--- src/rtl/sevseg_pkg.sv ---
package sevseg_pkg;
  localparam int unsigned NUM_DIG = 4;
  localparam int unsigned SEL_W   = 2;
  localparam int unsigned VAL_W   = 4;
  localparam int unsigned SEG_W   = 7;

  typedef logic [SEL_W-1:0] dig_sel_t;
  typedef logic [VAL_W-1:0] hex_t;
  typedef logic [SEG_W-1:0] seg_t;

  // active-low segment code, bit0 = A .. bit6 = G
  function automatic seg_t hex_to_seg(input hex_t v);
    seg_t s;
    case (v)
      4'h0: s = 7'b1000000;
      4'h1: s = 7'b1111001;
      4'h2: s = 7'b0100100;
      4'h3: s = 7'b0110000;
      4'h4: s = 7'b0011001;
      4'h5: s = 7'b0010010;
      4'h6: s = 7'b0000010;
      4'h7: s = 7'b1111000;
      4'h8: s = 7'b0000000;
      4'h9: s = 7'b0010000;
      4'ha: s = 7'b0001000;
      4'hb: s = 7'b0000011;
      4'hc: s = 7'b1000110;
      4'hd: s = 7'b0100001;
      4'he: s = 7'b0000110;
      default: s = 7'b0001110;
    endcase
    return s;
  endfunction
endpackage

--- src/rtl/sevseg_refresh_cnt.sv ---
module sevseg_refresh_cnt
  import sevseg_pkg::*;
#(
  parameter int unsigned CNT_W = 15
) (
  input  logic     clk_i,
  input  logic     rst_ni,
  output dig_sel_t sel_o
);
  logic [CNT_W-1:0] cnt_q;

  always_ff @(posedge clk_i or negedge rst_ni) begin
    if (!rst_ni) cnt_q <= '0;
    else         cnt_q <= cnt_q + 1'b1;
  end

  assign sel_o = cnt_q[CNT_W-1 -: SEL_W];
endmodule

--- src/rtl/sevseg_digit_mux.sv ---
module sevseg_digit_mux
  import sevseg_pkg::*;
#(
  parameter int unsigned W = 4,
  parameter int unsigned N = NUM_DIG
) (
  input  dig_sel_t            sel_i,
  input  logic [N-1:0][W-1:0] in_i,
  output logic [W-1:0]        out_o
);
  always_comb begin
    out_o = '0;
    for (int unsigned k = 0; k < N; k++) begin
      if (sel_i == dig_sel_t'(k)) out_o = in_i[k];
    end
  end
endmodule

--- src/rtl/sevseg_anode_dec.sv ---
module sevseg_anode_dec
  import sevseg_pkg::*;
#(
  parameter int unsigned N = NUM_DIG
) (
  input  dig_sel_t     sel_i,
  output logic [N-1:0] an_o
);
  for (genvar k = 0; k < N; k++) begin : g_an
    assign an_o[k] = (sel_i != dig_sel_t'(k));
  end
endmodule

--- src/rtl/sevseg_seg_dec.sv ---
module sevseg_seg_dec
  import sevseg_pkg::*;
(
  input  hex_t val_i,
  output seg_t seg_o
);
  assign seg_o = hex_to_seg(val_i);
endmodule

--- src/rtl/sevseg_scan_drv.sv ---
module sevseg_scan_drv
  import sevseg_pkg::*;
#(
  parameter int unsigned CNT_W = 15
) (
  input  logic       clk_i,
  input  logic       rst_ni,
  input  logic [3:0] digit0_i,
  input  logic [3:0] digit1_i,
  input  logic [3:0] digit2_i,
  input  logic [3:0] digit3_i,
  input  logic [3:0] dp_i,
  output logic [6:0] seg_o,
  output logic       dp_o,
  output logic [3:0] an_o
);
  dig_sel_t                     sel;
  hex_t                         val_sel;
  logic [NUM_DIG-1:0][VAL_W-1:0] digits;
  logic [NUM_DIG-1:0][0:0]      dps;
  logic [0:0]                   dp_sel;

  assign digits = {digit3_i, digit2_i, digit1_i, digit0_i};
  assign dps    = dp_i;
  assign dp_o   = dp_sel[0];

  sevseg_refresh_cnt #(.CNT_W(CNT_W)) u_cnt (
    .clk_i (clk_i),
    .rst_ni(rst_ni),
    .sel_o (sel)
  );

  sevseg_digit_mux #(.W(VAL_W)) u_val_mux (
    .sel_i(sel),
    .in_i (digits),
    .out_o(val_sel)
  );

  sevseg_digit_mux #(.W(1)) u_dp_mux (
    .sel_i(sel),
    .in_i (dps),
    .out_o(dp_sel)
  );

  sevseg_seg_dec u_seg (
    .val_i(val_sel),
    .seg_o(seg_o)
  );

  sevseg_anode_dec u_an (
    .sel_i(sel),
    .an_o (an_o)
  );
endmodule

--- config.mk ---
export PLATFORM = sky130hd
export DESIGN_NAME = sevseg_scan_drv
export DESIGN_NICKNAME = d
export VERILOG_FILES = /design/src/rtl/sevseg_pkg.sv /design/src/rtl/sevseg_refresh_cnt.sv /design/src/rtl/sevseg_digit_mux.sv /design/src/rtl/sevseg_anode_dec.sv /design/src/rtl/sevseg_seg_dec.sv /design/src/rtl/sevseg_scan_drv.sv
export SDC_FILE = /design/constraint.sdc
export NUM_CORES = 1
export LEC_CHECK = 0
export ABC_AREA = 0
export BUFFER_PORTS_ARGS = -buffer_cell sky130_fd_sc_hd__clkbuf_2
export CAP_MARGIN = 20
export CORE_AREA = 2 2 47 49
export DETAILED_ROUTE_END_ITERATION = 10
export DIE_AREA = 0 0 49 51
export PLACE_DENSITY = 0.81
export SYNTH_ARGS = -nofsm -noshare
export SYNTH_HDL_FRONTEND = slang
export SYNTH_SLANG_ARGS = --single-unit
--- constraint.sdc ---
create_clock -name clk_i -period 2.9 [get_ports clk_i]
set_input_delay 0.145 -clock clk_i [delete_from_list [all_inputs] [get_ports clk_i]]
set_output_delay 0.145 -clock clk_i [all_outputs]
set_load 0.01 [all_outputs]
After elaboration in Yosys (flattened, before gate mapping)
Memories as Yosys holds them, arrays and structs flattened. Cells that the tools add are included.

Add/sub/neg operators: 1. Equality and inequality tests: 6. Mux-type cells: 8. Reduce and logical (&&, ||, !) cells: 2.

Operators with widths (number): two-way mux 4 bit (4); adder 15 x 1 -> 15 bit, second input constant (1); == test 2 bit, second input constant (2); two-way mux 1 bit (4); inequality test 2 bit, second input constant (2); == test 2 x 1 -> 1 bit, second input constant (1); zero test 2 bit (1); inequality test 2 x 1 -> 1 bit, second input constant (1); nonzero test 2 bit (1).

Register bits: 15. ROM bits: 112. Output and inout port bits: 12. Word-level logic and storage cells: 19. Memories: 1.

Memories: (name not given) (words 16, bits a word 7, rd ports 1, clocked after memory_dff 0, write ports 0, RTL line sevseg_pkg.sv:14) `case (v)`.

Logic depth before layout (Yosys ltp)
Gate-level depths: netlist of the first run. An unclocked memory read counts as a cell.

Word-level depth: 6. Gate-level depth with buffers: 7.

Cells and area by module
Synthesis of the first run repeated with hierarchy kept, for this count alone.

Cells, all modules: 99. Area total of the unflattened synthesis: 1092.3 um^2.

By module, submodules not included: sevseg_refresh_cnt (times used 1, cells each 58, area an instance 666.9 um^2); sevseg_seg_dec (times used 1, cells each 32, area an instance 275.3 um^2); sevseg_digit_mux at u_val_mux (times used 1, cells each 4, area an instance 105.1 um^2); sevseg_anode_dec (times used 1, cells each 4, area an instance 22.5 um^2); sevseg_digit_mux at u_dp_mux (times used 1, cells each 1, area an instance 22.5 um^2).

Least setup slack after synthesis of the first run
No wires, ideal clock.

Path kind: register -> output. From: reg u_cnt.cnt_q[13]. To: out seg_o[3]. Data arrival time: 1.828 ns. Required time: 2.755 ns. Path slack: 0.927 ns. Cell stages (with the launch flop): 7. Cell sequence: dfrtp_1 -> buf_6 -> mux4_2 -> inv_1 -> ha_1 -> inv_1 -> mux4_2.

Word-level cells in the longest chain between the ends: 6. Elaborated cells between the ends (all ways): 9. Those cells by class: eq/ne (3); mux (4); reduce/logical (1); memory (1).

RTL lines: from (decl) (RTL line sevseg_refresh_cnt.sv:10) `logic [CNT_W-1:0] cnt_q;`; from (signal assigned) (RTL line sevseg_refresh_cnt.sv:14) `else cnt_q <= cnt_q + 1'b1;`; zero test 2 bit (RTL line sevseg_digit_mux.sv:14) `if (sel_i == dig_sel_t'(k)) out_o = in_i[k];`; two-way mux 4 bit (3 in series) (RTL line sevseg_digit_mux.sv:14); two-way mux 4 bit (*) (RTL line sevseg_digit_mux.sv:14); memory (16 x 7 bit) (*); to (decl) (RTL line sevseg_scan_drv.sv:13) `output logic [6:0] seg_o,`.

Every way passes the cells marked *; elsewhere a longest branch is shown, timed or not.

Worst setup path in the final report of the first run
Ends and elaborated chain as after synthesis.

==> results of run 1 <==
==> synthesized netlist by cell type <==
master	n	area [sq um]
a21oi_1	1	5.00
a32o_1	1	10.0
and2_1	1	6.26
and3_1	2	12.5
and4_1	2	17.5
buf_2	1	5.00
buf_6	2	22.5
clkbuf_1	1	3.75
dfrtp_1	15	375
ha_1	7	87.6
inv_1	5	18.8
mux2_4	2	30.0
mux2i_1	2	20.0
mux4_2	6	135
nand2_1	7	26.3
nand2b_1	3	18.8
nand3_1	6	30.0
nand4_1	3	18.8
nor2_1	4	15.0
nor3_1	1	5.00
nor3b_1	1	7.51
o21ai_1	2	10.0
o22ai_1	2	12.5
or2_2	1	6.26
or2_4	1	8.76
xnor2_1	8	70.1
xor2_1	5	43.8
==> cell type report <==
type / instances / area, sq um
timing repair buffer: 34 / 175
inverter: 5 / 18.8
tap: 28 / 35.0
clock buffer: 4 / 26.3
multi-input combinational: 68 / 597
sequential: 15 / 375
fill: 209 / 836
==> critical path, delay by kind of cell, from the launching register on <==
family | cells | cell delay (ns)
adders and majority gates | 1 | 0.16
buffers and inverters | 3 | 0.33
DFF | 1 | 0.63
muxes | 2 | 1.09
==> stage by stage <==
| stage | setup WS [ns] | cells | power, mW |
|---|---|---|---|
| 6_report | 0.270 | 154 | 0.397 |
| 5_1_grt | 0.115 | 154 | 0.420 |
| 4_1_cts | 0.251 | 154 | 0.402 |
| 3_5_place_dp | 0.565 | 149 | 0.284 |
| 3_3_place_gp | 0.661 | 149 | 0.281 |
| 2_1_floorplan | 0.927 | 92 | 0.253 |
==> per-layer routing <==
| metal | up-vias | GRT usage | part of all wire |
|---|---|---|---|
| li1 | 394 | - | - |
| met1 | 399 | 0.186 | 0.38 |
| met2 | 35 | 0.338 | 0.54 |
| met3 | 5 | 0.0351 | 0.060 |
| met4 | 0 | 0.100 | 0.022 |
| met5 | - | 0 | 0 |
==> kinds of logic (layout without fill, tap and decap cells) <==
logic type                 count (synthesis)  after routing  share of synthesized area
AOI/OAI and AO/OA                          6              6                     0.0367
xor gates and xnor gates                  13             13                      0.111
adders and majority gates                  7              7                     0.0857
buffers and inverters                      9             43                     0.0490
DFF                                       15             15                      0.367
muxes                                     10             10                      0.181
and+or+nand+nor                           32             32                      0.169
==> power breakdown <==
part | switching [mW] | total, mW | internal [mW] | leakage [nW]
clock network | 0.0625 | 0.116 | 0.0534 | 0.0150
registers | 0 | 0.209 | 0.209 | 0.195
logic | 0.0353 | 0.0719 | 0.0366 | 0.409
total | 0.0978 | 0.397 | 0.299 | 0.619
==> worst max path at each step <==
stage / from / end / slack, ns / depth (start not counted)
detailed placement: u_cnt.cnt_q[13] / seg_o[3] / 0.57 / 6
floorplan: u_cnt.cnt_q[13] / seg_o[3] / 0.93 / 6
global placement: u_cnt.cnt_q[13] / seg_o[3] / 0.66 / 6
finish: u_cnt.cnt_q[13] / seg_o[3] / 0.27 / 6
global route: u_cnt.cnt_q[13] / seg_o[3] / 0.12 / 6
CTS: u_cnt.cnt_q[13] / seg_o[3] / 0.25 / 6
==> repair_timing <==
action / 4_1_cts / 5_1_grt
setup endpoints to repair: 0 / 0
hold buffers: 1 / 0
hold endpoints to repair: 15 / 0
==> impl_metrics.env, run 1 <==
export IMPL_status="finished, final reports clean"
export IMPL_die_height_microns=51
export IMPL_drc_errors=0
export IMPL_syn_nets=121
export IMPL_synth_area_per_cell_sq_um=11.1
export IMPL_cts_root_buf="clkbuf_4"
export IMPL_worst_r2r_cell_count=4
export IMPL_p_leak_nw=0.619
export IMPL_fp_dieArea_sq_um=2500
export IMPL_syn_to_final_growth_pct=20.1
export IMPL_fin_worst_skew_ns=0.000958
export IMPL_rows=17
export IMPL_crit_path_cell_trace="mux4_2, inv_1, ha_1, inv_1, mux4_2, clkbuf_2"
export IMPL_grt_pass1_wl_microns=3420
export IMPL_dp_hpwl_microns=1610
export IMPL_post_route_util=0.595
export IMPL_mostFrequentLayoutCells="clkbuf_2, dfrtp_1, xnor2_1"
export IMPL_nets=156
export IMPL_worstSetupPathType="flop to output pin"
export IMPL_hold_slack_ns=0.320
export IMPL_peakVddDrop_mv=0.306
export IMPL_maxCapViolCount=0
export IMPL_syn_area_sq_um=1020
export IMPL_ys_seq_area_frac=0.367
export IMPL_worst_pin_slew_ns=0.459
export IMPL_groute_usage_overall=0.179
export IMPL_drtIter0Drc=12
export IMPL_fin_setup_tns_ns=0
export IMPL_start_kind="flop"
export IMPL_die_x_microns=49
export IMPL_arrival_ns=2.49
export IMPL_htree_num_levels=1
export IMPL_final_common_cell="clkbuf_2"
export IMPL_setup_viol=0
export IMPL_post_cts_resized=0
export IMPL_rr_endpoint="u_cnt.cnt_q[14]"
export IMPL_grt_antenna_before_repair=0
export IMPL_wl_per_cell_microns=13.4
export IMPL_grt_start_max_net_pins=16
export IMPL_final_max_slew_viol_count=0
export IMPL_cts_setup_buffers=0
export IMPL_largestRegisters="u_cnt.cnt_q: 15 flops"
export IMPL_slowest_delay_ns=0.65
export IMPL_cts_tree="built"
export IMPL_largest_reg_flops=15
export IMPL_hold_viol=0
export IMPL_max_slew_margin=0.694
export IMPL_hp_class="primary input to asynchronous set/reset pin"
export IMPL_core_sq_um=2060
export IMPL_synth_seq_cells=15
export IMPL_vias=833
export IMPL_critPathCaptureType="output pin"
export IMPL_vias_per_cell=5.41
export IMPL_final_cell_area_sq_um=1230
export IMPL_fmax_ghz=0.380
export IMPL_start_util=0.495
export IMPL_first_pass_iters=4
export IMPL_fin_crit_sh=0.907
export IMPL_routed_wl_microns=2060
export IMPL_drive_above_1_share=0.365
export IMPL_syn_inst=92
export IMPL_io_buffers=33
export IMPL_dpl_cell_area_sq_um=1190
export IMPL_antenna_diode_count=0
export IMPL_r2r_slack_ns=1.54
export IMPL_clkLatencyLatePin_ns=0.28
export IMPL_gr_total_overflow=0
export IMPL_cts_max_path_buffers=2
export IMPL_reg2reg_from="u_cnt.cnt_q[0]"
export IMPL_rsz0062_at_grt="no"
export IMPL_ys_types=27
export IMPL_ios=34
export IMPL_numCtsBuffers=3
export IMPL_worstPathRequired_ns=2.76
export IMPL_crit_fanout=11
export IMPL_min_period_ns=2.63
export IMPL_powerDensity_nw_per_um2=323
export IMPL_synth_warnings=0
export IMPL_clk_pin_slew_ns=0.08
export IMPL_regMostFlops="u_cnt.cnt_q"
export IMPL_clkSinkCount=15
export IMPL_critPathSlowestCell="mux4_2"
export IMPL_place_congestion=0.779
export IMPL_grt_pass1_vias=836
export IMPL_ant_nets=0
Power figures use the tool's default switching activity.
==> run 2: changes to the inputs <==
--- a/config.mk
+++ b/config.mk
@@ -8,10 +8,11 @@
 export ABC_AREA = 0
 export BUFFER_PORTS_ARGS = -buffer_cell sky130_fd_sc_hd__clkbuf_2
 export CAP_MARGIN = 20
-export CORE_AREA = 2 2 47 49
+export CORE_AREA = 2 2 49 51
 export DETAILED_ROUTE_END_ITERATION = 10
-export DIE_AREA = 0 0 49 51
-export PLACE_DENSITY = 0.81
+export DIE_AREA = 0 0 51 53
+export PLACE_DENSITY = 0.76
+export RECOVER_POWER = 50
 export SYNTH_ARGS = -nofsm -noshare
 export SYNTH_HDL_FRONTEND = slang
 export SYNTH_SLANG_ARGS = --single-unit
==> run 2 against run 1 <==
  * Global-route usage fell by 1.1 points
  * First-iteration DRC count fell by 50%
  * Clock power rose by 3%
  * Sequential cell count did not move
  * Combinational power fell by 2%
  * Sequential power barely moved
  * Critical path depth did not move
  * Hold slack improved by 0.11 ns
  * Power rose by 0.59%
  * Largest power group unchanged
==> impl_metrics.env, run 2 (synthesized netlist as in run 1, its figures left out) <==
export IMPL_clkSinkCount=15
export IMPL_critPathSlowestCell="dfrtp_1"
export IMPL_ios=34
export IMPL_fin_crit_sh=0.908
export IMPL_drive_above_1_share=0.357
export IMPL_worstSetupPathType="flop to output pin"
export IMPL_maxCapViolCount=0
export IMPL_final_common_cell="clkbuf_2"
export IMPL_fin_setup_tns_ns=0
export IMPL_fin_cells=154
export IMPL_nets=156
export IMPL_io_buffers=33
export IMPL_hp_class="primary input to asynchronous set/reset pin"
export IMPL_cts_root_buf="clkbuf_4"
export IMPL_worst_pin_slew_ns=0.763
export IMPL_fin_worst_skew_ns=0.00357
export IMPL_cp_buffers_inverters=3
export IMPL_drtIter0Drc=6
export IMPL_mostFrequentLayoutCells="clkbuf_2, dfrtp_1, xnor2_1"
export IMPL_grt_start_max_net_pins=16
export IMPL_final_cell_area_sq_um=1230
export IMPL_vias=808
export IMPL_status="finished, final reports clean"
export IMPL_max_slew_margin=0.491
export IMPL_grt_pass1_wl_microns=3330
export IMPL_htree_num_levels=1
export IMPL_min_period_ns=2.63
export IMPL_clk_pin_slew_ns=0.08
export IMPL_crit_path_cell_trace="mux4_2, inv_1, ha_1, inv_1, mux4_2, clkbuf_2"
export IMPL_die_x_microns=51
export IMPL_largestRegisters="u_cnt.cnt_q: 15 flops"
export IMPL_slowest_delay_ns=0.64
export IMPL_place_congestion=0.725
export IMPL_wl_per_cell_microns=12.8
export IMPL_clkLatencyLatePin_ns=0.29
export IMPL_gr_total_overflow=0
export IMPL_hold_viol=0
export IMPL_placedCellCount=149
export IMPL_swShare=0.251
export IMPL_clockPowerShare=0.300
export IMPL_crit_fanout=11
export IMPL_worstPathRequired_ns=2.76
export IMPL_peakVddDrop_mv=0.226
export IMPL_groute_usage_overall=0.168
export IMPL_switchingPower_mw=0.100
export IMPL_routed_wl_microns=1970
export IMPL_dpl_cell_area_sq_um=1190
export IMPL_ant_nets=0
export IMPL_powerDensity_nw_per_um2=326
export IMPL_grt_pass1_vias=805
export IMPL_post_cts_resized=0
export IMPL_seqPwrFrac=0.523
export IMPL_start_kind="flop"
export IMPL_drc_errors=0
export IMPL_first_pass_iters=4
export IMPL_cts_tree="built"
export IMPL_die_height_microns=53
export IMPL_comb_power_share=0.177
export IMPL_fmax_ghz=0.380
export IMPL_regMostFlops="u_cnt.cnt_q"
export IMPL_rows=17
export IMPL_grt_antenna_before_repair=0
export IMPL_syn_to_final_growth_pct=20.0
export IMPL_start_util=0.476
export IMPL_cts_max_path_buffers=2
export IMPL_vias_per_cell=5.25
export IMPL_arrival_ns=2.49
export IMPL_critPathCaptureType="output pin"
export IMPL_final_max_slew_viol_count=0
export IMPL_fp_dieArea_sq_um=2700
export IMPL_core_sq_um=2150
export IMPL_largest_reg_flops=15
export IMPL_setup_viol=0
export IMPL_crit_family="multiplexers"
export IMPL_rsz0062_at_grt="no"
export IMPL_antenna_diode_count=0
export IMPL_p_leak_nw=0.616
export IMPL_dp_hpwl_microns=1590
export IMPL_internal_power_mw=0.299
export IMPL_total_power_mw=0.399
export IMPL_numCtsBuffers=3
[run 2: worst register-to-register path: stages, from the launching register on]
cell     delay, ns
dfrtp_1       0.44
ha_1          0.23
and2_1        0.26
nand4_1       0.15
xnor2_1       0.15
[run 2: routing by layer]
metal	track usage	routed length, microns	vias up
li1	-	-	389
met5	0	0	-
met4	0.113	58	0
met1	0.174	761	397
met3	0.00847	44	5
met2	0.327	1110	17
[run 2: worst paths after layout]
path	startpoint	endpoint	slack [ns]	cells past startpoint
max	u_cnt.cnt_q[13]	seg_o[3]	0.27	6
min	rst_ni	u_cnt.cnt_q[2]	0.43	2
max reg2reg	u_cnt.cnt_q[0]	u_cnt.cnt_q[14]	1.55	4
min reg2reg	u_cnt.cnt_q[5]	u_cnt.cnt_q[5]	0.47	1
max in group asynchronous	rst_ni	u_cnt.cnt_q[14]	1.99	2
min in group clk_i	u_cnt.cnt_q[5]	u_cnt.cnt_q[5]	0.47	1
[run 2: area by class of cell]
class | count | area (sq um)
timing repair buffer | 34 | 174
multi-input combinational | 68 | 597
tap | 28 | 35.0
clock buffer | 4 | 26.3
inverter | 5 | 18.8
fill | 183 | 922
sequential | 15 | 375
[run 2: power groups by stage]
stage / sequential, mW / combinational (mW) / clock (mW)
floorplan: 0.213 / 0.0402 / 0
global placement: 0.213 / 0.0679 / 0
detailed placement: 0.213 / 0.0703 / 0
CTS: 0.209 / 0.0715 / 0.125
global route: 0.209 / 0.0788 / 0.128
finish: 0.209 / 0.0706 / 0.120
[run 2: through the flow]
stage               hold slack [ns]  worst slack, ns   util
finish                        0.431            0.266  0.571
global route                  0.497            0.130  0.571
CTS                           0.288            0.242  0.571
detailed placement           0.0672            0.570  0.554
global placement             0.0644            0.658  0.554
floorplan                    -0.151            0.927      -
[run 2: what timing repair did]
action	in CTS	in global routing
endpoints found under the setup margin	0	0
buffers inserted	0	0
hold endpoints to repair	15	0
hold buffers	1	0
==> run 3: changes to the inputs <==
--- a/config.mk
+++ b/config.mk
@@ -8,9 +8,9 @@
 export ABC_AREA = 0
 export BUFFER_PORTS_ARGS = -buffer_cell sky130_fd_sc_hd__clkbuf_2
 export CAP_MARGIN = 20
-export CORE_AREA = 2 2 49 51
+export CORE_AREA = 2 2 42 59
 export DETAILED_ROUTE_END_ITERATION = 10
-export DIE_AREA = 0 0 51 53
+export DIE_AREA = 0 0 44 61
 export PLACE_DENSITY = 0.76
 export RECOVER_POWER = 50
 export SYNTH_ARGS = -nofsm -noshare
==> run 3 against run 2 <==
  * Cell area shrank 0.61%
  * Core utilization shrank 0.45 points
  * First-iteration DRC count grew 50%
  * Critical path type unchanged
  * Routed wire length shrank 1.4%
  * Sequential share of layout area grew 0.19 points
  * Setup slack gained 0.013 ns
  * Hold slack gained 0.017 ns
  * Clock power is essentially flat
  * Highest routed layer unchanged
  * Fmax grew 0.48%
==> impl_metrics.env, run 3 (synthesized netlist as in run 1, its figures left out) <==
export IMPL_hold_slack_ns=0.448
export IMPL_cts_setup_buffers=0
export IMPL_fmax_ghz=0.381
export IMPL_critPathCaptureType="output pin"
export IMPL_fin_worst_skew_ns=0.00435
export IMPL_start_util=0.475
export IMPL_syn_to_final_growth_pct=19.2
export IMPL_arrival_ns=2.48
export IMPL_register_area_sq_um=375
export IMPL_vias=807
export IMPL_wl_per_cell_microns=13.1
export IMPL_comb_power_share=0.179
export IMPL_status="finished, final reports clean"
export IMPL_hold_viol=0
export IMPL_routed_wl_microns=1950
export IMPL_place_congestion=0.774
export IMPL_htree_num_levels=1
export IMPL_antenna_diode_count=0
export IMPL_total_power_mw=0.396
export IMPL_crit_fanout=11
export IMPL_fin_setup_tns_ns=0
export IMPL_numCtsBuffers=3
export IMPL_io_buffers=33
export IMPL_grt_start_max_net_pins=16
export IMPL_max_slew_margin=0.481
export IMPL_setup_viol=0
export IMPL_grt_antenna_before_repair=0
export IMPL_ant_nets=0
export IMPL_switchingPower_mw=0.0977
export IMPL_clk_pin_slew_ns=0.08
export IMPL_groute_usage_overall=0.161
export IMPL_worst_pin_slew_ns=0.779
export IMPL_vias_per_cell=5.45
export IMPL_grt_pass1_vias=747
export IMPL_internal_power_mw=0.299
export IMPL_start_kind="flop"
export IMPL_multi_input_area_sq_um=597
export IMPL_maxCapViolCount=0
export IMPL_ios=34
export IMPL_seqPwrFrac=0.527
export IMPL_swShare=0.246
export IMPL_final_max_slew_viol_count=0
export IMPL_rsz0062_at_grt="no"
export IMPL_hp_class="primary input to asynchronous set/reset pin"
export IMPL_cts_root_buf="clkbuf_4"
export IMPL_core_sq_um=2150
export IMPL_cts_tree="built"
export IMPL_fp_dieArea_sq_um=2680
export IMPL_worstPathRequired_ns=2.76
export IMPL_die_height_microns=61
export IMPL_powerDensity_nw_per_um2=325
export IMPL_die_x_microns=44
export IMPL_clockPowerShare=0.294
export IMPL_nets=156
export IMPL_gr_total_overflow=0
export IMPL_post_route_util=0.566
export IMPL_worstSetupPathType="flop to output pin"
export IMPL_fin_cells=148
export IMPL_dp_hpwl_microns=1580
export IMPL_largestRegisters="u_cnt.cnt_q: 15 flops"
export IMPL_hold_buffers=1
export IMPL_first_pass_iters=4
export IMPL_grt_pass1_wl_microns=3180
export IMPL_placedCellCount=143
export IMPL_rows=20
export IMPL_largest_reg_flops=15
export IMPL_drtIter0Drc=9
export IMPL_p_leak_nw=0.616
export IMPL_drc_errors=0
export IMPL_peakVddDrop_mv=0.301
export IMPL_clkLatencyLatePin_ns=0.28
export IMPL_clkSinkCount=15
export IMPL_fin_crit_sh=0.904
export IMPL_post_cts_resized=0
export IMPL_cts_max_path_buffers=2
export IMPL_regMostFlops="u_cnt.cnt_q"
export IMPL_min_period_ns=2.62
export IMPL_final_common_cell="clkbuf_2"
export IMPL_drive_above_1_share=0.357
export IMPL_mostFrequentLayoutCells="clkbuf_2, dfrtp_1, xnor2_1"
export IMPL_nFillCells=187
[run 3: power by group through the flow]
stage | clock, mW | combinational [mW] | sequential, mW
after floorplan | 0 | 0.0402 | 0.213
after CTS | 0.122 | 0.0717 | 0.209
final | 0.117 | 0.0708 | 0.209
after global routing | 0.130 | 0.0789 | 0.209
after detailed placement | 0 | 0.0704 | 0.213
after global placement | 0 | 0.0685 | 0.213
[run 3: critical path, stage by stage, from the launching register on]
cell	delay [ns]
dfrtp_1	0.64
mux4_2	0.64
inv_1	0.16
ha_1	0.15
inv_1	0.05
mux4_2	0.43
clkbuf_2	0.14
[run 3: layer usage]
metal | routed length (microns) | vias up | track usage
met5 | 0 | - | 0
met4 | 14 | 0 | 0.0779
met3 | 52 | 2 | 0.00893
met2 | 1120 | 21 | 0.307
met1 | 754 | 388 | 0.179
li1 | - | 396 | -
[run 3: final cells by class]
type                            instances  share of cell area
Sequential cell                        15               0.308
Inverter                                5              0.0154
Timing Repair Buffer                   34               0.143
Clock buffer                            4              0.0216
Multi-Input combinational cell         68               0.490
Tap cell                               22              0.0226
[run 3: per-stage QoR]
step                setup WS (ns)  instance area, sq um
floorplan                   0.927                  1020
global placement            0.655                  1180
detailed placement          0.567                  1180
CTS                         0.240                  1220
global route               0.0956                  1220
finish                      0.278                  1220
[run 3: path summary, 6_finish.rpt]
| check | start | endpoint | slack, ns | depth (start not counted) |
|---|---|---|---|---|
| worst min-delay path | rst_ni | u_cnt.cnt_q[11] | 0.45 | 2 |
| worst min register to register | u_cnt.cnt_q[9] | u_cnt.cnt_q[9] | 0.47 | 1 |
| min in group clk_i | u_cnt.cnt_q[9] | u_cnt.cnt_q[9] | 0.47 | 1 |
| worst max-delay path | u_cnt.cnt_q[13] | seg_o[3] | 0.28 | 6 |
| worst max register to register | u_cnt.cnt_q[0] | u_cnt.cnt_q[14] | 1.56 | 4 |
| max in group asynchronous | rst_ni | u_cnt.cnt_q[4] | 1.96 | 2 |
